==> src/rtl/ccr_pkg.sv <==
package ccr_pkg;
  localparam logic [6:0] DEV_CODE = 7'b1101111;
  localparam int NSEC = 5;

  typedef enum logic [2:0] {SEC_AL0, SEC_AL1, SEC_CTL, SEC_CLK, SEC_STS, SEC_GAP} sec_e;
  typedef enum logic [1:0] {UL_LOCKED, UL_WEL, UL_OPEN} ul_e;

  localparam logic [7:0] UL_STEP1 = 8'h02;
  localparam logic [7:0] UL_STEP2 = 8'h06;

  function automatic int base_of(int i);
    case (i)
      0: return 0;
      1: return 8;
      2: return 16;
      3: return 48;
      default: return 63;
    endcase
  endfunction

  function automatic int size_of(int i);
    case (i)
      0, 1, 3: return 8;
      default: return 1;
    endcase
  endfunction
endpackage

==> src/rtl/ccr_sec_decode.sv <==
module ccr_sec_decode
  import ccr_pkg::*;
#(
  parameter int ADDR_W = 6
) (
  input  logic [ADDR_W-1:0] addr,
  output sec_e              sec,
  output logic [ADDR_W-1:0] nxt
);
  logic [NSEC-1:0] hit;
  logic [NSEC-1:0] at_end;

  for (genvar i = 0; i < NSEC; i++) begin : g_sec
    localparam int B = base_of(i);
    localparam int L = base_of(i) + size_of(i) - 1;
    assign hit[i]    = (int'(addr) >= B) && (int'(addr) <= L);
    assign at_end[i] = (int'(addr) == L);
  end

  always_comb begin
    sec = SEC_GAP;
    nxt = addr + ADDR_W'(1);
    for (int i = 0; i < NSEC; i++) begin
      if (hit[i]) begin
        sec = sec_e'(i[2:0]);
        nxt = at_end[i] ? ADDR_W'(base_of(i)) : addr + ADDR_W'(1);
      end
    end
  end
endmodule

==> src/rtl/ccr_unlock.sv <==
module ccr_unlock
  import ccr_pkg::*;
(
  input  logic       clk,
  input  logic       rst_n,
  input  logic       apply,
  input  logic [7:0] val,
  output logic       wel,
  output logic       rwel
);
  ul_e st;

  always_ff @(posedge clk or negedge rst_n) begin
    if (!rst_n) begin
      st <= UL_LOCKED;
    end else if (apply) begin
      if (val == UL_STEP1)                         st <= UL_WEL;
      else if (val == UL_STEP2 && st != UL_LOCKED) st <= UL_OPEN;
      else                                         st <= UL_LOCKED;
    end
  end

  assign wel  = (st != UL_LOCKED);
  assign rwel = (st == UL_OPEN);

  AST_RWEL_IMPLIES_WEL: assert property (@(posedge clk) disable iff (!rst_n)
    rwel |-> wel);
  AST_OPEN_NEEDS_STEP1: assert property (@(posedge clk) disable iff (!rst_n)
    $rose(rwel) |-> $past(wel));
endmodule

==> src/rtl/ccr_addr_ptr.sv <==
module ccr_addr_ptr
  import ccr_pkg::*;
#(
  parameter int ADDR_W = 6
) (
  input  logic              clk,
  input  logic              rst_n,
  input  logic              sel_valid,
  input  logic [7:0]        sel_byte,
  input  logic              addr_load,
  input  logic [ADDR_W-1:0] addr_in,
  input  logic              byte_stb,
  input  logic [7:0]        wr_byte,
  input  logic              stop,
  input  logic              wel,
  input  logic              rwel,
  output logic [ADDR_W-1:0] ptr,
  output logic              in_map,
  output logic              term,
  output logic              wr_allow,
  output logic              commit_now,
  output logic              stat_apply,
  output logic [7:0]        stat_val
);
  logic              active, is_rd, wrote, stat_done;
  sec_e              sec;
  logic [ADDR_W-1:0] nxt;
  logic              wr_xfer, do_load, take_stb, overrun, adv;

  ccr_sec_decode #(.ADDR_W(ADDR_W)) u_dec (.addr(ptr), .sec(sec), .nxt(nxt));

  assign in_map   = (sec != SEC_GAP);
  assign wr_xfer  = active & ~is_rd;
  assign do_load  = ~sel_valid & ~stop & addr_load & wr_xfer;
  assign take_stb = ~sel_valid & ~stop & ~do_load & byte_stb & active & ~term;
  assign overrun  = (sec == SEC_STS) & stat_done;
  assign adv      = take_stb & ~overrun;
  assign wr_allow = wr_xfer & ~term & in_map & ((sec == SEC_STS) | wel);

  assign commit_now = stop & ~sel_valid & wr_xfer & wrote & ~term & (stat_done | rwel);
  assign stat_apply = commit_now & stat_done;

  always_ff @(posedge clk or negedge rst_n) begin
    if (!rst_n) begin
      ptr       <= '0;
      active    <= 1'b0;
      is_rd     <= 1'b0;
      term      <= 1'b0;
      wrote     <= 1'b0;
      stat_done <= 1'b0;
      stat_val  <= '0;
    end else if (sel_valid) begin
      active    <= (sel_byte[7:1] == DEV_CODE);
      is_rd     <= sel_byte[0];
      term      <= 1'b0;
      wrote     <= 1'b0;
      stat_done <= 1'b0;
    end else if (stop) begin
      active    <= 1'b0;
      term      <= 1'b0;
      wrote     <= 1'b0;
      stat_done <= 1'b0;
    end else if (do_load) begin
      ptr       <= addr_in;
      wrote     <= 1'b0;
      stat_done <= 1'b0;
    end else if (take_stb) begin
      if (overrun) begin
        term <= 1'b1;
      end else begin
        ptr <= nxt;
        if (sec == SEC_STS) stat_done <= 1'b1;
        if (wr_allow) begin
          wrote <= 1'b1;
          if (sec == SEC_STS) stat_val <= wr_byte;
        end
      end
    end
  end

  AST_LOAD_TAKES_ADDR: assert property (@(posedge clk) disable iff (!rst_n)
    do_load |=> ptr == $past(addr_in));
  AST_WRAP_IN_REGION: assert property (@(posedge clk) disable iff (!rst_n)
    (adv && sec != SEC_GAP) |=> sec == $past(sec));
  AST_TERM_AT_STATUS: assert property (@(posedge clk) disable iff (!rst_n)
    term |-> sec == SEC_STS);
  AST_TERM_FREEZES: assert property (@(posedge clk) disable iff (!rst_n)
    (term && !sel_valid) |=> $stable(ptr));
endmodule

==> src/rtl/ccr_addr_seq.sv <==
module ccr_addr_seq
  import ccr_pkg::*;
#(
  parameter int ADDR_W = 6
) (
  input  logic              clk,
  input  logic              rst_n,
  input  logic              sel_valid,
  input  logic [7:0]        sel_byte,
  input  logic              addr_load,
  input  logic [ADDR_W-1:0] addr_in,
  input  logic              byte_stb,
  input  logic [7:0]        wr_byte,
  input  logic              stop,
  output logic [ADDR_W-1:0] cur_addr,
  output logic              in_map,
  output logic              term,
  output logic              wr_allow,
  output logic              commit,
  output logic              wel,
  output logic              rwel
);
  logic       commit_now, stat_apply;
  logic [7:0] stat_val;

  ccr_addr_ptr #(.ADDR_W(ADDR_W)) u_ptr (
    .clk(clk), .rst_n(rst_n), .sel_valid(sel_valid), .sel_byte(sel_byte),
    .addr_load(addr_load), .addr_in(addr_in), .byte_stb(byte_stb),
    .wr_byte(wr_byte), .stop(stop), .wel(wel), .rwel(rwel),
    .ptr(cur_addr), .in_map(in_map), .term(term), .wr_allow(wr_allow),
    .commit_now(commit_now), .stat_apply(stat_apply), .stat_val(stat_val)
  );

  ccr_unlock u_unlock (
    .clk(clk), .rst_n(rst_n), .apply(stat_apply), .val(stat_val),
    .wel(wel), .rwel(rwel)
  );

  always_ff @(posedge clk or negedge rst_n) begin
    if (!rst_n) commit <= 1'b0;
    else        commit <= commit_now;
  end

  AST_COMMIT_AFTER_STOP: assert property (@(posedge clk) disable iff (!rst_n)
    commit |-> $past(stop));
  AST_NO_WRITE_OFF_MAP: assert property (@(posedge clk) disable iff (!rst_n)
    !in_map |-> !wr_allow);
endmodule

==> config.mk <==
export PLATFORM = sky130hd
export DESIGN_NAME = ccr_addr_seq
export DESIGN_NICKNAME = d
export VERILOG_FILES = /design/src/rtl/ccr_pkg.sv /design/src/rtl/ccr_sec_decode.sv /design/src/rtl/ccr_unlock.sv /design/src/rtl/ccr_addr_ptr.sv /design/src/rtl/ccr_addr_seq.sv
export SDC_FILE = /design/constraint.sdc
export NUM_CORES = 1
export LEC_CHECK = 0
export ABC_AREA = 1
export BUFFER_PORTS_ARGS = -buffer_cell sky130_fd_sc_hd__buf_2
export CAP_MARGIN = 20
export CORE_MARGIN = 5
export CORE_UTILIZATION = 51
export CTS_CLUSTER_DIAMETER = 40
export DETAILED_ROUTE_END_ITERATION = 12
export PLACE_DENSITY = 0.9
export SETUP_SLACK_MARGIN = 0.4
export SYNTH_ARGS = -nofsm -noshare
export SYNTH_HDL_FRONTEND = slang
export SYNTH_SLANG_ARGS = --single-unit
==> constraint.sdc <==
create_clock -name clk -period 1.6 [get_ports clk]
set_input_delay 0.16 -clock clk [delete_from_list [all_inputs] [get_ports clk]]
set_output_delay 0.16 -clock clk [all_outputs]
set_load 0.02 [all_outputs]
==> After elaboration in Yosys (flattened, before gate mapping) <==
Index checks and enable logic that the tools add are counted.
{ "word_totals": {"reg_bits": 22, "in_bits": 28, "output_inout_bits": 12, "wordCells": 114} }
{ "op_classes": {"add_sub_neg": 1, "n_lt_le_gt_ge": 8, "n_eq_ne": 14, "n_mux": 39, "bitwise_logic": 26, "reduce_logical": 17} }
{ "op_table": {"columns": ["op", "count"], "rows": [
  ["2-to-1 mux 6 bit", 13],
  ["2-to-1 mux 1 bit", 19],
  ["AND 1 bit", 18],
  ["2-to-1 mux 3 bit", 5],
  ["== test 6 x 5 -> 1 bit, second input constant", 2],
  ["greater-or-equal comparator 6 bit, second input constant", 2],
  ["nonzero test 4 bit", 3],
  ["AND reduction 3 bit", 3],
  ["== test 8 x 2 -> 1 bit, second input constant", 1],
  ["== test 8 x 3 -> 1 bit, second input constant", 1],
  ["== test 7 bit, second input constant", 1],
  ["AND reduction 7 bit", 1],
  ["adder 6 x 1 -> 6 bit, second input constant", 1],
  ["== test 6 x 1 -> 1 bit, second input constant", 1],
  ["== test 6 x 4 -> 1 bit, second input constant", 1],
  ["== test 6 bit, second input constant", 1],
  ["greater-or-equal comparator 6 x 4 -> 1 bit, second input constant", 1],
  ["greater-or-equal comparator 6 x 5 -> 1 bit, second input constant", 1],
  ["<= comparator 6 x 3 -> 1 bit, second input constant", 1],
  ["<= comparator 6 x 4 -> 1 bit, second input constant", 1],
  ["<= comparator 6 x 5 -> 1 bit, second input constant", 1],
  ["<= comparator 6 bit, second input constant", 1],
  ["inequality test 3 bit, second input constant", 2],
  ["inverter 1 bit", 6],
  ["other kinds (10)", 18]
]} }

==> Logic depth before layout (Yosys ltp) <==
{ "logic_depth": {"depth_word": 15, "mapped_depth": 9, "ltp_nobuf": 9} }

==> Cells and area by module <==
From an unflattened synthesis, not the netlist that was laid out.
{ "hier_totals": {"cells_unflattened": 212, "hier_area_um2": 1495.2} }
{ "by_module_without_submodules": {"columns": ["mod", "instances", "cells_each", "area_per_inst_um2", "seq_area_each_um2"], "rows": [
  ["ccr_addr_ptr", 1, 131, 1046.0, 475.5],
  ["ccr_sec_decode", 1, 51, 265.3, 0.0],
  ["ccr_unlock", 1, 29, 158.9, 50.0],
  ["ccr_addr_seq", 1, 1, 25.0, 25.0]
]} }

==> Worst setup path before layout <==
No wires, ideal clock.
{ "synth_path": {"kind": "reg-to-reg", "startpoint": "register u_ptr.ptr[0]", "endpoint": "register u_ptr.wrote", "setup_time_ns": 0.077, "arrival_time_ns": 1.573, "t_required_ns": 1.523, "setup_slack_ns": -0.051, "stages_incl_launch_ff": 8, "n_path_buf": 0, "period_less_slack_ns": 1.651, "path_cell_list": "dfrtp_1 ha_1 nand3_4 nor2_8 o21ai_1 nor2_2 nand2_1 a21oi_1"} }
{ "synth_between": {"elab_chain_cells": 11, "word_cells_on_any_way": 25, "classes_between": "order compare (8); eq/ne (3); mux (5); bitwise (4); reduce/logical (5)"} }
{ "synth_lines": {"columns": ["item", "line", "rtl"], "rows": [
  ["from (decl)", "ccr_addr_ptr.sv:17", "output logic [ADDR_W-1:0] ptr,"],
  ["from (signal assigned)", "ccr_addr_ptr.sv:64", "ptr <= addr_in;"],
  ["from (signal assigned)", "ccr_addr_ptr.sv:71", "ptr <= nxt;"],
  ["<= comparator 6 x 3 -> 1 bit, or another cell as far along", "ccr_sec_decode.sv:16", "assign hit[i] = (int'(addr) >= B) && (int'(addr) <= L);"],
  ["2-to-1 mux 3 bit / logical AND 1 bit (equally long branches)", "ccr_sec_decode.sv:24, ccr_sec_decode.sv:16", null],
  ["2-to-1 mux 3 bit (3 in series)", "ccr_sec_decode.sv:24", "if (hit[i]) begin"],
  ["2-to-1 mux 3 bit (*)", "ccr_sec_decode.sv:24", null],
  ["inequality test 3 bit / == test 3 bit (equally long branches)", "ccr_addr_ptr.sv:32, ccr_addr_ptr.sv:38", null],
  ["AND 1 bit / OR 1 bit (equally long branches)", "ccr_addr_ptr.sv:38", "assign wr_allow = wr_xfer & ~term & in_map & ((sec == SEC_STS) | wel);"],
  ["AND 1 bit (*)", "ccr_addr_ptr.sv:38", null],
  ["via wr_allow", "ccr_addr_seq.sv:18", "output logic wr_allow,"],
  ["nonzero test 4 bit (no source line) (*)", null, null],
  ["AND reduction 3 bit (no source line) (*)", null, null],
  ["to (signal assigned)", "ccr_addr_ptr.sv:49", "wrote <= 1'b0;"],
  ["to (signal assigned)", "ccr_addr_ptr.sv:56", "wrote <= 1'b0;"],
  ["to (signal assigned)", "ccr_addr_ptr.sv:61", "wrote <= 1'b0;"],
  ["to (decl)", "ccr_addr_ptr.sv:25", "logic active, is_rd, wrote, stat_done;"]
]} }
The timed path passes the listed nets; every way through them passes the cells marked *.
A chain may end at the register's enable or synchronous reset.

==> Final worst setup path <==
{ "layout_path": {"startpoint": "register u_ptr.ptr[4]", "endpoint": "output port in_map"} }
{ "layout_between": {"elab_chain_cells": 7, "word_cells_on_any_way": 17, "classes_between": "order compare (8); eq/ne (1); mux (5); reduce/logical (3)"} }
{ "layout_lines": {"columns": ["item", "line", "rtl"], "rows": [
  ["<= comparator 6 x 3 -> 1 bit, or another cell as far along", "ccr_sec_decode.sv:16", null],
  ["2-to-1 mux 3 bit / logical AND 1 bit (equally long branches)", "ccr_sec_decode.sv:24, ccr_sec_decode.sv:16", null],
  ["2-to-1 mux 3 bit (3 in series)", "ccr_sec_decode.sv:24", null],
  ["2-to-1 mux 3 bit (*)", "ccr_sec_decode.sv:24", null],
  ["inequality test 3 bit (*)", "ccr_addr_ptr.sv:32", "assign in_map = (sec != SEC_GAP);"],
  ["to (decl)", "ccr_addr_seq.sv:16", "output logic in_map,"]
]} }
Mark *: on every way between the ends. The rest lies on a longest branch, timed or not.

==> results.toml <==
[status]
status = "finished, violations left"
violations = "negative setup slack"

[grt]
grt-ovfl-total = 0
grt_pass1_vias = 1498
antenna_found_initial = 0
grt_max_degree = 23
grt_pass1_wl_um = 6637
grt.total_usage_pct = 20.59

[timing]
drv_slew = 0
tns_ns = -0.3437
tightest_slew_ns = 0.5234
rsz0062_at_grt = "yes"
min_period_ns = 1.697
max_freq_mhz = 589.2
hold_violations = 0
setup_viol = 8
maxSlewHeadroom_pct = 65.11
layout_setup_ws_ns = -0.09716
skew_ns = 0.01173
finalCritPeriodShare_pct = 106.1

[critical_path]
max_stage_delay_ns = 0.49
timing.rr.start = "u_ptr.ptr[4]"
slowest_stage = "dfrtp_2"
reg2reg_slack_ns = -0.04
critical_path.most_common_cell = "nor2_4"
crit_chain = "nand2_4 > nor2_4 > nor2_2 > nand2_2 > nor2_4 > inv_2 > buf_6"
crit_fanout = 6
reg2regPathDepth = 11
cp.required_ns = 1.44
r2r-end = "u_ptr.wrote"
arrival_ns = 1.54
startpoint_type = "register"
critical_path_class = "register to primary output"
startpoint = "u_ptr.ptr[4]"
cp-end-kind = "primary output"

[synthesis]
syn-cell-area_um2 = 1419
synth_area_leaders = "dfrtp_1, nand2_1, inv_1"
syn_avg_cell_area_um2 = 8.016
seq_area_frac_synth_pct = 38.80
synth_top_area_share_pct = 38.80
synth_cell_type_count = 34
synth_nets = 207
yosysTopAreaCell = "dfrtp_1"
synth-seq-cells = 22
syn_inst = 177
yosys_warnings = 0

[cells_and_area]
n_fill_cell = 169
drive_gt1_share_pct = 56.05
stdcell_area_um2 = 2148
num_antenna_cells = 0
syn2layout_area_growth_pct = 51.41
final_net_count = 279
stdcell_count = 279

[floorplanning]
start_util_pct = 52.35
io_pins = 40
core_area_um2 = 2710
die_w_um = 62.75
rows = 19
die_y_um = 62.75
die_area_um2 = 3937

[detailed_routing]
drcViolationCount = 0
ant_nets = 0
wl_per_cell_um = 15.10
drt_wl_total_um = 4213
dr_total_vias = 1472
drt-pass1-iter-count = 5
drt-initial-drc-count = 106
drt-vias-per-instance = 5.276

[clocking]
htree_levels = 1
clock_latency_ns = 0.33
numCtsBuffers = 3
cts_num_sinks = 22
cts_tree = "built"
path_clk_slew_ns = 0.12
root_buffer = "clkbuf_4"
clockBufferDepth = 2

[placement]
routabilityCongestion = 0.9906
io_buffers = 39
dp.cells = 245
postPlaceCellArea_um2 = 1678
pre_cts_ws_ns = 0.07882
place_hpwl_um = 2340

[power]
combPwrFrac_pct = 8.5
pwr-share-clk_pct = 40.2
internal-power_mw = 0.8552
power_leakage_nw = 1.100
p_sw_share_pct = 22.51
peakVddDrop_mv = 0.5761
p_seq_share_pct = 51.3
switchingPower_mw = 0.2484
power_density_nw_per_um2 = 513.7

[worst_hold_path]
min_from = "sel_byte[0]"
holdPathEnd = "u_ptr.is_rd"
hold_depth = 3
hold_path_class = "input pin to register"

[flow_run]
drv_cap = 0
worst max path at each step:
stage | end | cells after the start
6_report | in_map | 7
5_1_grt | in_map | 7
4_1_cts | wr_allow | 7
3_5_place_dp | u_ptr.stat_val[4] | 6
3_3_place_gp | u_ptr.stat_val[2] | 6
2_1_floorplan | u_ptr.stat_val[1] | 7
final cells by class:
type                       instances  area (µm²)  share of cell area [%]
multi-input combinational        124       870.8                   40.54
sequential                        22       559.3                   26.03
timing repair buffer              70       516.7                   24.05
inverter                          28       110.1                   5.125
tap                               31       38.79                   1.805
clock inverter                     1       30.03                   1.398
clock buffer                       3       22.52                   1.048
worst max-delay path, delay by kind of cell, from the launching register on:
kind	cells	cell delay [ns]
and+or+nand+nor	5	0.55
buffers and inverters	2	0.19
DFF	1	0.49
flip-flops by register name, indices dropped and copies added (netlist names):
register and count:
u_ptr.stat_val 8, u_ptr.ptr 6, u_unlock.st 2, commit 1, u_ptr.active 1, u_ptr.is_rd 1, u_ptr.stat_done 1, u_ptr.term 1
u_ptr.wrote 1
power by group through the flow:
stage	Clock, mW	Combinational, mW	Sequential, mW
2_1_floorplan	0	0.0277	0.579
5_1_grt	0.467	0.107	0.567
3_3_place_gp	0	0.0793	0.577
4_1_cts	0.443	0.0918	0.566
6_report	0.444	0.0940	0.566
3_5_place_dp	0	0.0817	0.578
cells by family (layout without fill, tap and decap cells):
kind of cell | after synthesis | count (layout) | share of synthesized area (%)
and+or+nand+nor | 91 | 91 | 33.86
adders and majority gates | 2 | 2 | 1.763
AOI/OAI and AO/OA | 31 | 31 | 16.23
buffers and inverters | 31 | 102 | 9.347
DFF | 22 | 22 | 38.80
through the flow:
| step | total power [mW] | hold slack (ns) | utilization (%) |
|---|---|---|---|
| global placement | 0.6567 | 0.1466 | 61.91 |
| CTS | 1.101 | 0.03288 | 75.39 |
| detailed placement | 0.6597 | 0.1611 | 61.91 |
| finish | 1.104 | 0.02804 | 79.27 |
| global route | 1.141 | 0.03279 | 79.27 |
| floorplan | 0.6066 | -0.1356 | - |
Yosys cell counts:
cell	number
o21ai_1	8
o211a_1	1
nor2_4	2
or2_1	1
o21ai_0	1
inv_1	24
nand3b_1	1
nor2_8	1
nor2_2	3
o31ai_1	1
nand4_4	1
buf_2	1
a21boi_0	1
nor4_1	1
nor2_1	14
ha_1	2
a21boi_1	1
or2_2	1
nand2_4	1
o22ai_1	1
nand3_1	10
o21ai_2	9
nand2_2	4
dfrtp_1	22
buf_6	2
nand2_1	43
nor3_1	1
inv_2	4
a21oi_1	3
o21bai_1	2
nand4_1	3
nand3_2	3
o211ai_2	3
nand3_4	1
timing repair:
action / CTS / global route
cloned: 0 / 1
hold buffers: 1 / 0
setup endpoints to repair: 25 / 26
endpoints found under the hold margin: 22 / 0
setup buffers: 22 / 6
pin swaps: 12 / 4
resized for setup: 38 / 10
metal layers:
layer	up-vias	share of wire (%)	GRT usage, %
met2	52	54	37.82
met3	17	4.4	2.878
met1	691	38	22.61
li1	712	-	-
met5	-	0	0
met4	0	4.0	10.61
layout by cell type (no fill, tap or decap), types with 2 or more instances in the layout:
cell      synthesis  routed
clkbuf_4          0       3
o21ai_1           8       7
dfrtp_2           0       7
inv_1            24      21
nand3_1          10       9
dfrtp_1          22      15
inv_2             4       5
o211ai_2          3       3
a21oi_2           0       2
o21bai_1          2       2
o21ai_4           0       2
nand4_1           3       3
a21boi_1          1       2
nand3_2           3       3
nand2_1          43      32
o21ai_2           9       8
nand2_4           1       3
nand3_4           1       2
nand2_2           4      13
buf_4             0      23
buf_6             2      11
nor2_4            2       7
nor2_2            3       4
inv_4             0       2
nor2_1           14       8
buf_2             1      33
Note: power is estimated with default switching activity, not from simulation.
